===== src/rtl/stby_pkg.sv =====
package stby_pkg;

    localparam int DW_DEF    = 8;
    localparam int REQ_BIT   = 7;
    localparam int PSEL_BIT  = 4;
    localparam int AON_N_DEF = 5;

    typedef enum logic [1:0] {
        CK_MAIN = 2'b00,
        CK_PLL  = 2'b01,
        CK_SUB  = 2'b10,
        CK_RSV  = 2'b11
    } ck_mode_e;

    typedef enum logic [1:0] {
        ST_RUN  = 2'b00,
        ST_STBY = 2'b01,
        ST_RSTX = 2'b10,
        ST_RSEQ = 2'b11
    } stby_st_e;

    typedef struct packed {
        logic req;   // standby requested by this write
        logic psel;  // pin-select value carried by this write
    } wr_dec_t;

    typedef struct packed {
        logic cpu_en;
        logic per_en;
        logic hiz;
        logic rseq;
        logic stby;
    } gate_t;

    function automatic logic mode_ok(ck_mode_e m);
        return (m == CK_MAIN) || (m == CK_PLL);
    endfunction

endpackage


===== src/rtl/stby_regif.sv =====
module stby_regif
    import stby_pkg::*;
#(
    parameter int DW     = DW_DEF,
    parameter int RQ_POS = REQ_BIT,
    parameter int PS_POS = PSEL_BIT
) (
    input  logic          clk,
    input  logic          rst,
    input  logic          wr_en_i,
    input  logic [DW-1:0] wr_data_i,
    input  logic          in_stby_i,
    output wr_dec_t       dec_o,
    output logic          psel_o,
    output logic [DW-1:0] rd_data_o
);

    logic psel_q;
    logic unused_wr_bits;

    assign unused_wr_bits = ^wr_data_i;

    // writes are only decoded while the CPU clock runs
    assign dec_o.req  = wr_en_i && !in_stby_i && !wr_data_i[RQ_POS];
    assign dec_o.psel = wr_data_i[PS_POS];

    always_ff @(posedge clk) begin
        if (rst) begin
            psel_q <= 1'b0;
        end else if (wr_en_i && !in_stby_i) begin
            psel_q <= wr_data_i[PS_POS];
        end
    end

    assign psel_o = psel_q;

    for (genvar b = 0; b < DW; b++) begin : g_rd
        if (b == RQ_POS) begin : g_req
            assign rd_data_o[b] = ~in_stby_i;
        end else if (b == PS_POS) begin : g_psel
            assign rd_data_o[b] = psel_q;
        end else begin : g_zero
            assign rd_data_o[b] = 1'b0;
        end
    end

    // pin select frozen while in standby
    p_psel_hold_r9: assert property (@(posedge clk) disable iff (rst)
        in_stby_i |=> (psel_q == $past(psel_q)));

endmodule


===== src/rtl/stby_fsm.sv =====
module stby_fsm
    import stby_pkg::*;
(
    input  logic     clk,
    input  logic     rst,
    input  wr_dec_t  dec_i,
    input  ck_mode_e ck_mode_i,
    input  logic     irq_pend_i,
    input  logic     irq_acc_i,
    input  logic     rst_req_i,
    output stby_st_e st_o,
    output ck_mode_e saved_o,
    output logic     wake_o,
    output logic     blk_cont_o,
    output logic     blk_br_o
);

    stby_st_e st_q, st_d;
    ck_mode_e saved_q;
    logic     wake_q, bc_q, bb_q;
    logic     refuse, enter, leave_irq;

    assign refuse    = (st_q == ST_RUN) && !rst_req_i && dec_i.req && irq_pend_i;
    assign enter     = (st_q == ST_RUN) && !rst_req_i && dec_i.req && !irq_pend_i
                       && mode_ok(ck_mode_i);
    assign leave_irq = (st_q == ST_STBY) && !rst_req_i && irq_pend_i;

    always_comb begin
        st_d = st_q;
        unique case (st_q)
            ST_RUN: begin
                if (rst_req_i)  st_d = ST_RSTX;
                else if (enter) st_d = ST_STBY;
            end
            ST_STBY: begin
                if (rst_req_i)      st_d = ST_RSTX;
                else if (leave_irq) st_d = ST_RUN;
            end
            ST_RSTX: st_d = ST_RSEQ;
            ST_RSEQ: st_d = ST_RUN;
            default: st_d = ST_RUN;
        endcase
    end

    always_ff @(posedge clk) begin
        if (rst) begin
            st_q    <= ST_RUN;
            saved_q <= CK_MAIN;
            wake_q  <= 1'b0;
            bc_q    <= 1'b0;
            bb_q    <= 1'b0;
        end else begin
            st_q   <= st_d;
            wake_q <= leave_irq;
            bc_q   <= refuse && !irq_acc_i;
            bb_q   <= refuse && irq_acc_i;
            if (enter) saved_q <= ck_mode_i;
        end
    end

    assign st_o       = st_q;
    assign saved_o    = saved_q;
    assign wake_o     = wake_q;
    assign blk_cont_o = bc_q;
    assign blk_br_o   = bb_q;

    // a qualifying request always lands in standby
    p_entry_r1: assert property (@(posedge clk) disable iff (rst)
        (st_q == ST_RUN && !rst_req_i && dec_i.req && !irq_pend_i && mode_ok(ck_mode_i))
        |=> (st_q == ST_STBY));

    // a request under a pending interrupt never enters standby
    p_refuse_r4: assert property (@(posedge clk) disable iff (rst)
        (st_q == ST_RUN && dec_i.req && irq_pend_i) |=> (st_q != ST_STBY));

    // wake lasts one cycle
    p_wake_once_r7: assert property (@(posedge clk) disable iff (rst)
        wake_q |=> !wake_q);

    // outcome pulses only while running, never both
    p_blk_run_r5: assert property (@(posedge clk) disable iff (rst)
        (bc_q || bb_q) |-> (st_q == ST_RUN && !(bc_q && bb_q)));

endmodule


===== src/rtl/stby_gate.sv =====
module stby_gate
    import stby_pkg::*;
#(
    parameter int AON_N = AON_N_DEF
) (
    input  stby_st_e         st_i,
    input  logic             psel_i,
    input  ck_mode_e         saved_i,
    input  ck_mode_e         ck_mode_i,
    output gate_t            gate_o,
    output logic [AON_N-1:0] aon_o,
    output ck_mode_e         ck_sel_o
);

    always_comb begin
        gate_o        = '0;
        gate_o.stby   = (st_i == ST_STBY);
        gate_o.cpu_en = !gate_o.stby;
        gate_o.per_en = !gate_o.stby;
        gate_o.hiz    = gate_o.stby && psel_i;
        gate_o.rseq   = (st_i == ST_RSEQ);
    end

    always_comb begin
        unique case (st_i)
            ST_RUN:  ck_sel_o = ck_mode_i;
            ST_STBY: ck_sel_o = saved_i;
            default: ck_sel_o = CK_MAIN;
        endcase
    end

    assign aon_o = '1;

endmodule


===== src/rtl/standby_ctrl.sv =====
module standby_ctrl
    import stby_pkg::*;
#(
    parameter int DW     = DW_DEF,
    parameter int AON_N  = AON_N_DEF
) (
    input  logic             clk,
    input  logic             rst,
    input  logic             wr_en_i,
    input  logic [DW-1:0]    wr_data_i,
    output logic [DW-1:0]    rd_data_o,
    input  logic [1:0]       ck_mode_i,
    input  logic             irq_pend_i,
    input  logic             irq_acc_i,
    input  logic             rst_req_i,
    output logic             cpu_clk_en_o,
    output logic             per_clk_en_o,
    output logic [AON_N-1:0] aon_en_o,
    output logic             pin_hiz_o,
    output logic             wake_o,
    output logic [1:0]       ck_sel_o,
    output logic             rst_seq_o,
    output logic             stby_o,
    output logic             blk_cont_o,
    output logic             blk_br_o
);

    wr_dec_t  dec;
    logic     psel;
    stby_st_e st;
    ck_mode_e saved, ck_sel;
    gate_t    gate;
    ck_mode_e mode_in;

    assign mode_in = ck_mode_e'(ck_mode_i);

    stby_regif #(.DW(DW), .RQ_POS(REQ_BIT), .PS_POS(PSEL_BIT)) u_regif (
        .clk       (clk),
        .rst       (rst),
        .wr_en_i   (wr_en_i),
        .wr_data_i (wr_data_i),
        .in_stby_i (gate.stby),
        .dec_o     (dec),
        .psel_o    (psel),
        .rd_data_o (rd_data_o)
    );

    stby_fsm u_fsm (
        .clk        (clk),
        .rst        (rst),
        .dec_i      (dec),
        .ck_mode_i  (mode_in),
        .irq_pend_i (irq_pend_i),
        .irq_acc_i  (irq_acc_i),
        .rst_req_i  (rst_req_i),
        .st_o       (st),
        .saved_o    (saved),
        .wake_o     (wake_o),
        .blk_cont_o (blk_cont_o),
        .blk_br_o   (blk_br_o)
    );

    stby_gate #(.AON_N(AON_N)) u_gate (
        .st_i      (st),
        .psel_i    (psel),
        .saved_i   (saved),
        .ck_mode_i (mode_in),
        .gate_o    (gate),
        .aon_o     (aon_en_o),
        .ck_sel_o  (ck_sel)
    );

    assign cpu_clk_en_o = gate.cpu_en;
    assign per_clk_en_o = gate.per_en;
    assign pin_hiz_o    = gate.hiz;
    assign rst_seq_o    = gate.rseq;
    assign stby_o       = gate.stby;
    assign ck_sel_o     = ck_sel;

    // high impedance only with the clocks gated
    p_hiz_gated_r6: assert property (@(posedge clk) disable iff (rst)
        pin_hiz_o |-> (stby_o && !cpu_clk_en_o));

    // reset sequence follows a cycle of forced main mode
    p_rst_main_r8: assert property (@(posedge clk) disable iff (rst)
        rst_seq_o |-> (ck_sel_o == 2'b00 && $past(ck_sel_o) == 2'b00 && !$past(rst_seq_o)));

    // gating tracks standby
    p_gate_r2: assert property (@(posedge clk) disable iff (rst)
        stby_o |-> (!cpu_clk_en_o && !per_clk_en_o));

endmodule


===== config.mk =====
export PLATFORM = sky130hd
export DESIGN_NAME = standby_ctrl
export DESIGN_NICKNAME = d
export VERILOG_FILES = /design/src/rtl/stby_pkg.sv /design/src/rtl/stby_regif.sv /design/src/rtl/stby_fsm.sv /design/src/rtl/stby_gate.sv /design/src/rtl/standby_ctrl.sv
export SDC_FILE = /design/constraint.sdc
export NUM_CORES = 1
export LEC_CHECK = 0
export BUFFER_PORTS_ARGS = -buffer_cell sky130_fd_sc_hd__buf_2
export CORE_MARGIN = 8
export CORE_UTILIZATION = 36
export CTS_CLUSTER_SIZE = 12
export DETAILED_ROUTE_END_ITERATION = 7
export GPL_ROUTABILITY_DRIVEN = 1
export PLACE_DENSITY = 0.78
export SYNTH_ARGS = -nofsm -noshare
export SYNTH_HDL_FRONTEND = slang
export SYNTH_SLANG_ARGS = --single-unit

===== constraint.sdc =====
create_clock -name clk -period 1.9 [get_ports clk]
set_input_delay 0.38 -clock clk [delete_from_list [all_inputs] [get_ports clk]]
set_output_delay 0.38 -clock clk [all_outputs]
set_load 0.05 [all_outputs]

==> flow_summary.toml, run 1 <==
[status]
status = "complete, no violations"

[die]
die_y_um = 52.34
ioPinCount = 39
die_w_um = 52.34
start_util_pct = 37.48
die_area_um2 = 2739
coreArea_um2 = 1269
row_count = 13

[place]
dp_worst_setup_slack_ns = 0.4252
placed_cell_area_um2 = 535.5
io_buffers = 21
dp_hpwl_um = 873
place_inst = 86
place.gp.congestion = 0.7413

[cts]
clock-sinks = 8
cts_max_level = 1
clockRootBuffer = "clkbuf_4"
cts-buffers-inserted = 3
ctsResizeCount = 0
cts-hold-fix-buffers = 0
insertion_delay_ns = 0.25
clk_pin_slew_ns = 0.05
post_cts_buffers = 0
cts_tree = "built"
clockBufferDepth = 2

[grt]
grt_usage_pct = 8.002
overflow = 0
grt_pass1_wl_um = 1621
grt_antenna_before_repair = 0
grt_max_degree = 8
grt_pass1_vias = 376

[worst_setup_path]
worstRegToRegCells = 3
end_kind = "output pin"
critPathArrivalTime_ns = 1.30
crit_path_start = "u_fsm.st_o[0]"
worstPathMaxFanout = 6
cp-endpoint = "pin_hiz_o"
rr_endpoint = "u_fsm.saved_o[0]"
start_kind = "register"
reg2reg_from = "u_fsm.st_o[0]"
crit_required_ns = 1.52
ff2ff_setup_slack_ns = 0.48
critPathKind = "register to output pin"

[cells_and_area]
area_delta_synth_final_pct = 17.37
diodes = 0
drive_gt1_share_pct = 37.84
fin_nets = 92
finalNonFillerCells = 89
fin_area_um2 = 558.0
final_core_util_pct = 43.98

[routing]
drc = 0
drt_pass1_iterations = 4
wire_per_inst_um = 11.37
via_per_inst = 4.247
vias = 378
drtIter0Drc = 1
ant_nets = 0
totalWireLength_um = 1012

[power]
p_leak_nw = 0.2783
clock_power_share_pct = 28.5
total_power_mw = 0.4565
power_frac_seq_pct = 39.5
swShare_pct = 39.75
irDropWorstVdd_mv = 0.3790
combPwrFrac_pct = 32.0
switchingPower_mw = 0.1814
internal_power_mw = 0.2750
p_per_area_nw_per_um2 = 818.0

[timing]
finalSetupViolCount = 0
max_freq_mhz = 596.2
layout_setup_ws_ns = 0.2228
hold_ws_ns = 0.3107
rsz0062_at_grt = "no"
finalSetupTns_ns = 0
finalHoldViolations = 0
finalMaxSlewViolations = 0
finalCritPeriodShare_pct = 88.28
fin_crit_ns = 1.677
fin_worst_skew_ns = 0.001537

[yosys]
avgSynthCellArea_um2 = 8.645
synth_top_cell_by_area = "dfxtp_1"
ys_seq_elements = 8
synthCells = 55
yosys_warnings = 0
yosysTopAreaCellShare_pct = 33.68
synth-seq-area-share_pct = 33.68
synthesis.area_um2 = 475.5
ys_types = 18
yosys-top-cells-area = "dfxtp_1 34%, buf_4 22%, mux2i_1 8.4%"

[hold_path]
hold_path.class = "input port to register"

[job]
cap_violations = 0
[registers in the layout, summed over array words and instances, names as in the netlist]
| name | count |
|---|---|
| u_fsm.wake_o | 1 |
| u_fsm.st_o | 2 |
| u_fsm.saved_o | 2 |
| u_fsm.blk_cont_o | 1 |
| u_fsm.blk_br_o | 1 |
| u_regif.psel_o | 1 |
[cell families after synthesis]
| kind of cell | after synthesis | share of synthesized area (%) |
|---|---|---|
| AOI/OAI and AO/OA | 4 | 4.737 |
| other | 2 | 1.580 |
| muxes | 4 | 8.421 |
| buffers and inverters | 19 | 26.05 |
| and+or+nand+nor | 18 | 25.52 |
| DFF | 8 | 33.68 |
[cells in the mapped netlist (all sizes together)]
library cell and instances:
nand2b 2, conb 2, a21oi 1, nor2 6
nor3 2, dfxtp 8, nor4 1, inv 5
nor2b 1, nand3 1, nor3b 2, a211oi 1
mux2i 4, and2 1, or4b 1, o21ai 2
or3b 1, buf 14
[routing by layer]
| layer | track usage (%) | up-vias | routed length (um) |
|---|---|---|---|
| met5 | 0 | - | 0 |
| met4 | 5.172 | 0 | 10 |
| met3 | 5.398 | 2 | 169 |
| met2 | 12.45 | 24 | 431 |
| met1 | 7.532 | 158 | 400 |
| li1 | - | 194 | - |
[layout make-up]
class / count / area, um^2
timing repair buffer: 21 / 105.1
multi-input combinational: 37 / 232.7
sequential: 8 / 160.2
inverter: 5 / 18.77
clock buffer: 3 / 22.52
tap: 15 / 18.77
fill: 128 / 710.7
[layout by cell type (no fill, tap or decap), drive strengths merged]
| cell | netlist | final |
|---|---|---|
| conb | 2 | 11 |
| buf | 14 | 21 |
| nand3 | 1 | 1 |
| nor3 | 2 | 2 |
| mux2i | 4 | 4 |
| nand2b | 2 | 2 |
| a21oi | 1 | 1 |
| inv | 5 | 5 |
| clkbuf | 0 | 3 |
| nor3b | 2 | 2 |
| or4b | 1 | 1 |
| and2 | 1 | 1 |
| nor4 | 1 | 1 |
| nor2b | 1 | 1 |
| nor2 | 6 | 6 |
| o21ai | 2 | 2 |
| dfxtp | 8 | 8 |
| a211oi | 1 | 1 |
| or3b | 1 | 1 |
[power by group through the flow]
stage	combinational, mW	sequential, mW	clock, mW
floorplan	0.137	0.184	0
global placement	0.145	0.184	0
detailed placement	0.146	0.184	0
CTS	0.146	0.180	0.138
global route	0.154	0.181	0.148
finish	0.146	0.180	0.130
[worst min path at each step]
| stage | from | cells past startpoint | slack, ns | end |
|---|---|---|---|---|
| floorplan | u_fsm.saved_o[0] | 2 | 0.45 | u_fsm.saved_o[0] |
| global placement | u_fsm.saved_o[0] | 2 | 0.46 | u_fsm.saved_o[0] |
| detailed placement | u_fsm.saved_o[1] | 1 | 0.47 | u_fsm.saved_o[1] |
| CTS | irq_acc_i | 2 | 0.31 | u_fsm.blk_cont_o |
| global route | irq_acc_i | 2 | 0.30 | u_fsm.blk_cont_o |
| finish | irq_acc_i | 2 | 0.31 | u_fsm.blk_cont_o |
[worst max-delay path, cell delays in order, from the launching register on]
cell and delay [ns]:
dfxtp_1 0.46, nor2b_4 0.21, and2_1 0.12, buf_2 0.25
(Power assumes the default switching activity.)
==> run 2: changes to the inputs <==
Settings changed: CORE_AREA set to 8 8 45 47, CORE_MARGIN 8 to unset, CORE_UTILIZATION 36 to unset, DIE_AREA set to 0 0 53 55.
Clock period 1.9 ns to 2.05 ns, I/O delays scaled along.
==> run 2 against run 1 <==
  * Critical path depth unchanged
  * Final cell count increased by 1.1%
  * Clock skew about the same
  * Global-route usage decreased by 0.88 points
  * Largest cell class unchanged
==> flow_summary.toml, run 2 (synthesis results as in run 1) <==
[status]
status = "complete, no violations"

[timing]
finalSetupViolCount = 0
finalCritPeriodShare_pct = 83.56
finalSetupTns_ns = 0
rsz0062_at_grt = "no"
max_freq_mhz = 583.8
fin_crit_ns = 1.713
fin_worst_skew_ns = 0.001207
hold_ws_ns = 0.3338
finalHoldViolations = 0
finalMaxSlewViolations = 0

[die]
die_w_um = 53
die_area_um2 = 2915
row_count = 14
start_util_pct = 34.36
ioPinCount = 39
die_y_um = 55
coreArea_um2 = 1384

[routing]
drt_pass1_iterations = 4
drc = 0
ant_nets = 0
via_per_inst = 4.267
wire_per_inst_um = 11.33
totalWireLength_um = 1020
drtIter0Drc = 4
vias = 384

[cells_and_area]
mostFrequentLayoutCell = "buf_2"
fin_nets = 92
final_core_util_pct = 40.42
diodes = 0
area_delta_synth_final_pct = 17.63
drive_gt1_share_pct = 37.84
fill_cells = 157
final_cell_mix = "21 x buf_2, 11 x conb_1, 8 x dfxtp_1, 6 x nor2_1, 5 x inv_1"

[cts]
cts_max_level = 1
cts-buffers-inserted = 3
clk_pin_slew_ns = 0.05
clock-sinks = 8
post_cts_buffers = 0
clockRootBuffer = "clkbuf_4"
insertion_delay_ns = 0.25
cts-hold-fix-buffers = 0
clockBufferDepth = 2
cts_tree = "built"
ctsResizeCount = 0

[place]
io_buffers = 21
dp_hpwl_um = 884
place.gp.congestion = 0.7266

[grt]
overflow = 0
grt_pass1_wl_um = 1497
grt_antenna_before_repair = 0
grt_max_degree = 8
grt_usage_pct = 7.123
grt_pass1_vias = 353

[worst_setup_path]
crit_required_ns = 1.64
worstPathMaxFanout = 6
critPathKind = "register to output pin"
start_kind = "register"
critPathArrivalTime_ns = 1.30
end_kind = "output pin"

[power]
p_leak_nw = 0.2783
p_per_area_nw_per_um2 = 754.0
irDropWorstVdd_mv = 0.4254

[hold_path]
hold_path.class = "input port to register"

[job]
cap_violations = 0
-- run 2: cell counts in the layout (fill, tap and decap cells not counted) --
Identical to the previous run, type by type.
-- run 2: final cells by class --
type,count,area [um^2],area share (%)
multi-input combinational,37,232.7,41.61
clock buffer,3,22.52,4.027
timing repair buffer,21,105.1,18.79
tap,16,20.02,3.579
sequential,8,160.2,28.64
inverter,5,18.77,3.356
-- run 2: critical path, stage by stage (launching register included) --
cell     delay (ns)
dfxtp_1        0.46
nor2b_4        0.21
and2_1         0.13
buf_2          0.25
-- run 2: final timing paths --
check | start | endpoint | slack, ns | cells after the start
setup / recovery | u_fsm.st_o[0] | pin_hiz_o | 0.34 | 3
hold / removal | irq_acc_i | u_fsm.blk_cont_o | 0.33 | 2
setup reg to reg | u_fsm.st_o[0] | u_fsm.saved_o[0] | 0.62 | 3
hold reg to reg | u_fsm.saved_o[1] | u_fsm.saved_o[1] | 0.47 | 1
-- run 2: report_power, final --
group | leakage (nW) | total, mW | switching [mW] | internal (mW)
Clock | 0.0138 | 0.119 | 0.0521 | 0.0669
Sequential | 0.0652 | 0.168 | 0.00685 | 0.161
Combinational | 0.199 | 0.135 | 0.108 | 0.0273
Total | 0.278 | 0.422 | 0.167 | 0.255
-- run 2: metal layers --
layer	share of wire [%]	global-route usage (%)	vias up
li1	-	-	192
met5	0	0	-
met2	40	10.55	28
met1	38	6.585	162
met4	0.98	2.586	0
met3	21	7.219	2
-- run 2: through the flow --
step / power (mW) / area (um^2) / worst slack (ns) / std cells
after floorplan: 0.2983 / 516.7 / 0.2272 / 64
after global placement: 0.3046 / 536.8 / 0.5505 / 87
after detailed placement: 0.3066 / 536.8 / 0.5387 / 87
after CTS: 0.4298 / 559.3 / 0.3166 / 90
after global routing: 0.4399 / 559.3 / 0.2595 / 90
final: 0.4217 / 559.3 / 0.3370 / 90
==> run 3: changes to the inputs <==
Settings changed: ABC_AREA set to 1, CORE_AREA 8 8 45 47 to unset, CORE_MARGIN set to 8, CORE_UTILIZATION set to 37, DIE_AREA 0 0 53 55 to unset, PLACE_DENSITY 0.78 to 0.79.
Clock period 2.05 ns to 1.6 ns, I/O delays scaled along.
==> run 3 against run 2 <==
  * Global-route usage up 1.6 points
  * Highest routed layer unchanged
  * Largest power group is now combinational cells
  * Critical endpoint is now ck_sel_o[1]
  * Hold slack worse by 0.085 ns
  * Sequential share of layout area down 3.5 points
  * Largest cell class unchanged
==> flow_summary.toml, run 3 <==
[yosys]
synthCells = 69
synth_top_flop_cell = "dfxtp_1"
synthArstFlopShare_pct = 0
synth-seq-area-share_pct = 32.57
ys_types = 17
synthesis.area_um2 = 491.7
yosys-top-cells-area = "dfxtp_1 33%, buf_4 21%, inv_1 8.4%"
yosysMostFrequentCell = "buf_4"
synth_edf_count = 0
synth_top_cell_by_area = "dfxtp_1"
synth_common_cells = "14 x buf_4, 11 x inv_1, 10 x nand2_1"
ys_seq_elements = 8
avgSynthCellArea_um2 = 7.126
yosysTopAreaCellShare_pct = 32.57
yosys_warnings = 0

[routing]
wire_per_inst_um = 10.93
ant_nets = 0
drc = 0
totalWireLength_um = 1169
drtIter0Drc = 5
drt_pass1_iterations = 5
via_per_inst = 4.327
vias = 463

[place]
dp_hpwl_um = 922.5
placed_cell_area_um2 = 573.1
io_buffers = 21
dp_worst_setup_slack_ns = 0.1813
place_inst = 100
place.gp.congestion = 0.7102

[job]
cap_violations = 0

[die]
die_area_um2 = 2752
row_count = 13
start_util_pct = 38.76
coreArea_um2 = 1269
ioPinCount = 39
die_y_um = 52.46
die_w_um = 52.46

[cells_and_area]
fill_cells = 140
fin_area_um2 = 653.1
finalNonFillerCells = 107
diodes = 0
area_delta_synth_final_pct = 32.82
drive_gt1_share_pct = 42.39
final_cell_mix = "18 x buf_2, 11 x inv_1, 11 x conb_1, 10 x nand2_1, 7 x dfxtp_1"
mostFrequentLayoutCell = "buf_2"
final_core_util_pct = 51.48
fin_nets = 110

[timing]
finalHoldViolations = 0
finalSetupTns_ns = 0
layout_setup_ws_ns = 0.02458
finalCritPeriodShare_pct = 98.46
hold_ws_ns = 0.2485
finalMaxSlewViolations = 0
fin_crit_ns = 1.575
finalSetupViolCount = 0
max_freq_mhz = 634.8
rsz0062_at_grt = "yes"
fin_worst_skew_ns = 0.001640

[cts]
clockBufferDepth = 2
clk_pin_slew_ns = 0.05
cts_max_level = 1
clock-sinks = 8
insertion_delay_ns = 0.25
cts_tree = "built"
cts-buffers-inserted = 3
clockRootBuffer = "clkbuf_4"

[hold_path]
holdPathStages = 2
hold_start = "irq_acc_i"
hold_path.class = "input port to register"

[power]
p_leak_nw = 0.3417
total_power_mw = 0.6082
p_per_area_nw_per_um2 = 931.2
irDropWorstVdd_mv = 0.3966

[grt]
grt_pass1_wl_um = 1821
grt_pass1_vias = 432
grt_usage_pct = 8.688
grt_max_degree = 8
grt_antenna_before_repair = 0
overflow = 0

[worst_setup_path]
crit_path_start = "u_fsm.st_o[0]"
end_kind = "output pin"
worstPathMaxFanout = 7
critPathKind = "register to output pin"
worstRegToRegCells = 7
critPathArrivalTime_ns = 1.26
crit_required_ns = 1.28
start_kind = "register"
reg2reg_from = "u_fsm.st_o[0]"

[status]
status = "complete, no violations"
==> run 3: critical path, cell delays in order (launching register included) <==
cell	delay, ns
dfxtp_4	0.36
inv_4	0.04
nor2_4	0.19
clkinv_4	0.12
o21ai_4	0.13
buf_6	0.17
==> run 3: routing by layer <==
| metal | vias to the layer above | GRT usage, % | wire length [um] |
|---|---|---|---|
| met1 | 195 | 8.989 | 426 |
| met5 | - | 0 | 0 |
| met3 | 4 | 4.545 | 161 |
| met2 | 30 | 14.23 | 559 |
| li1 | 234 | - | - |
| met4 | 0 | 3.879 | 21 |
==> run 3: worst paths after layout <==
kind | end | slack (ns)
max | ck_sel_o[1] | 0.02
min | u_fsm.blk_cont_o | 0.25
max reg2reg | u_fsm.saved_o[0] | 0.45
min reg2reg | u_fsm.saved_o[0] | 0.48
==> run 3: repair_timing <==
action | 4_1_cts | 5_1_grt
setup buffers | 0 | 4
gates resized for setup | 4 | 6
hold buffers | 0 | 0
setup endpoints to repair | 3 | 3
pin swaps | 1 | 2
==> run 3: layout make-up <==
cell class	instances	area (um^2)	area share [%]
Sequential cell	8	163.9	25.10
Inverter	13	56.30	8.621
Tap cell	15	18.77	2.874
Multi-Input combinational cell	43	234.0	35.82
Clock buffer	3	22.52	3.448
Timing Repair Buffer	25	157.7	24.14
==> run 3: power by group <==
| part | internal (mW) | total (mW) | switching (mW) |
|---|---|---|---|
| combinational | 0.0617 | 0.244 | 0.183 |
| clock | 0.0853 | 0.146 | 0.0611 |
| sequential | 0.208 | 0.217 | 0.00964 |
| total | 0.355 | 0.608 | 0.254 |
==> run 3: cells by family (layout without fill, tap and decap cells) <==
family,after synthesis,after routing,synth area share (%)
compound gates,7,7,8.649
flops,8,8,32.57
buf+inv,27,41,31.30
simple gates,25,25,25.96
other cells,2,11,1.527
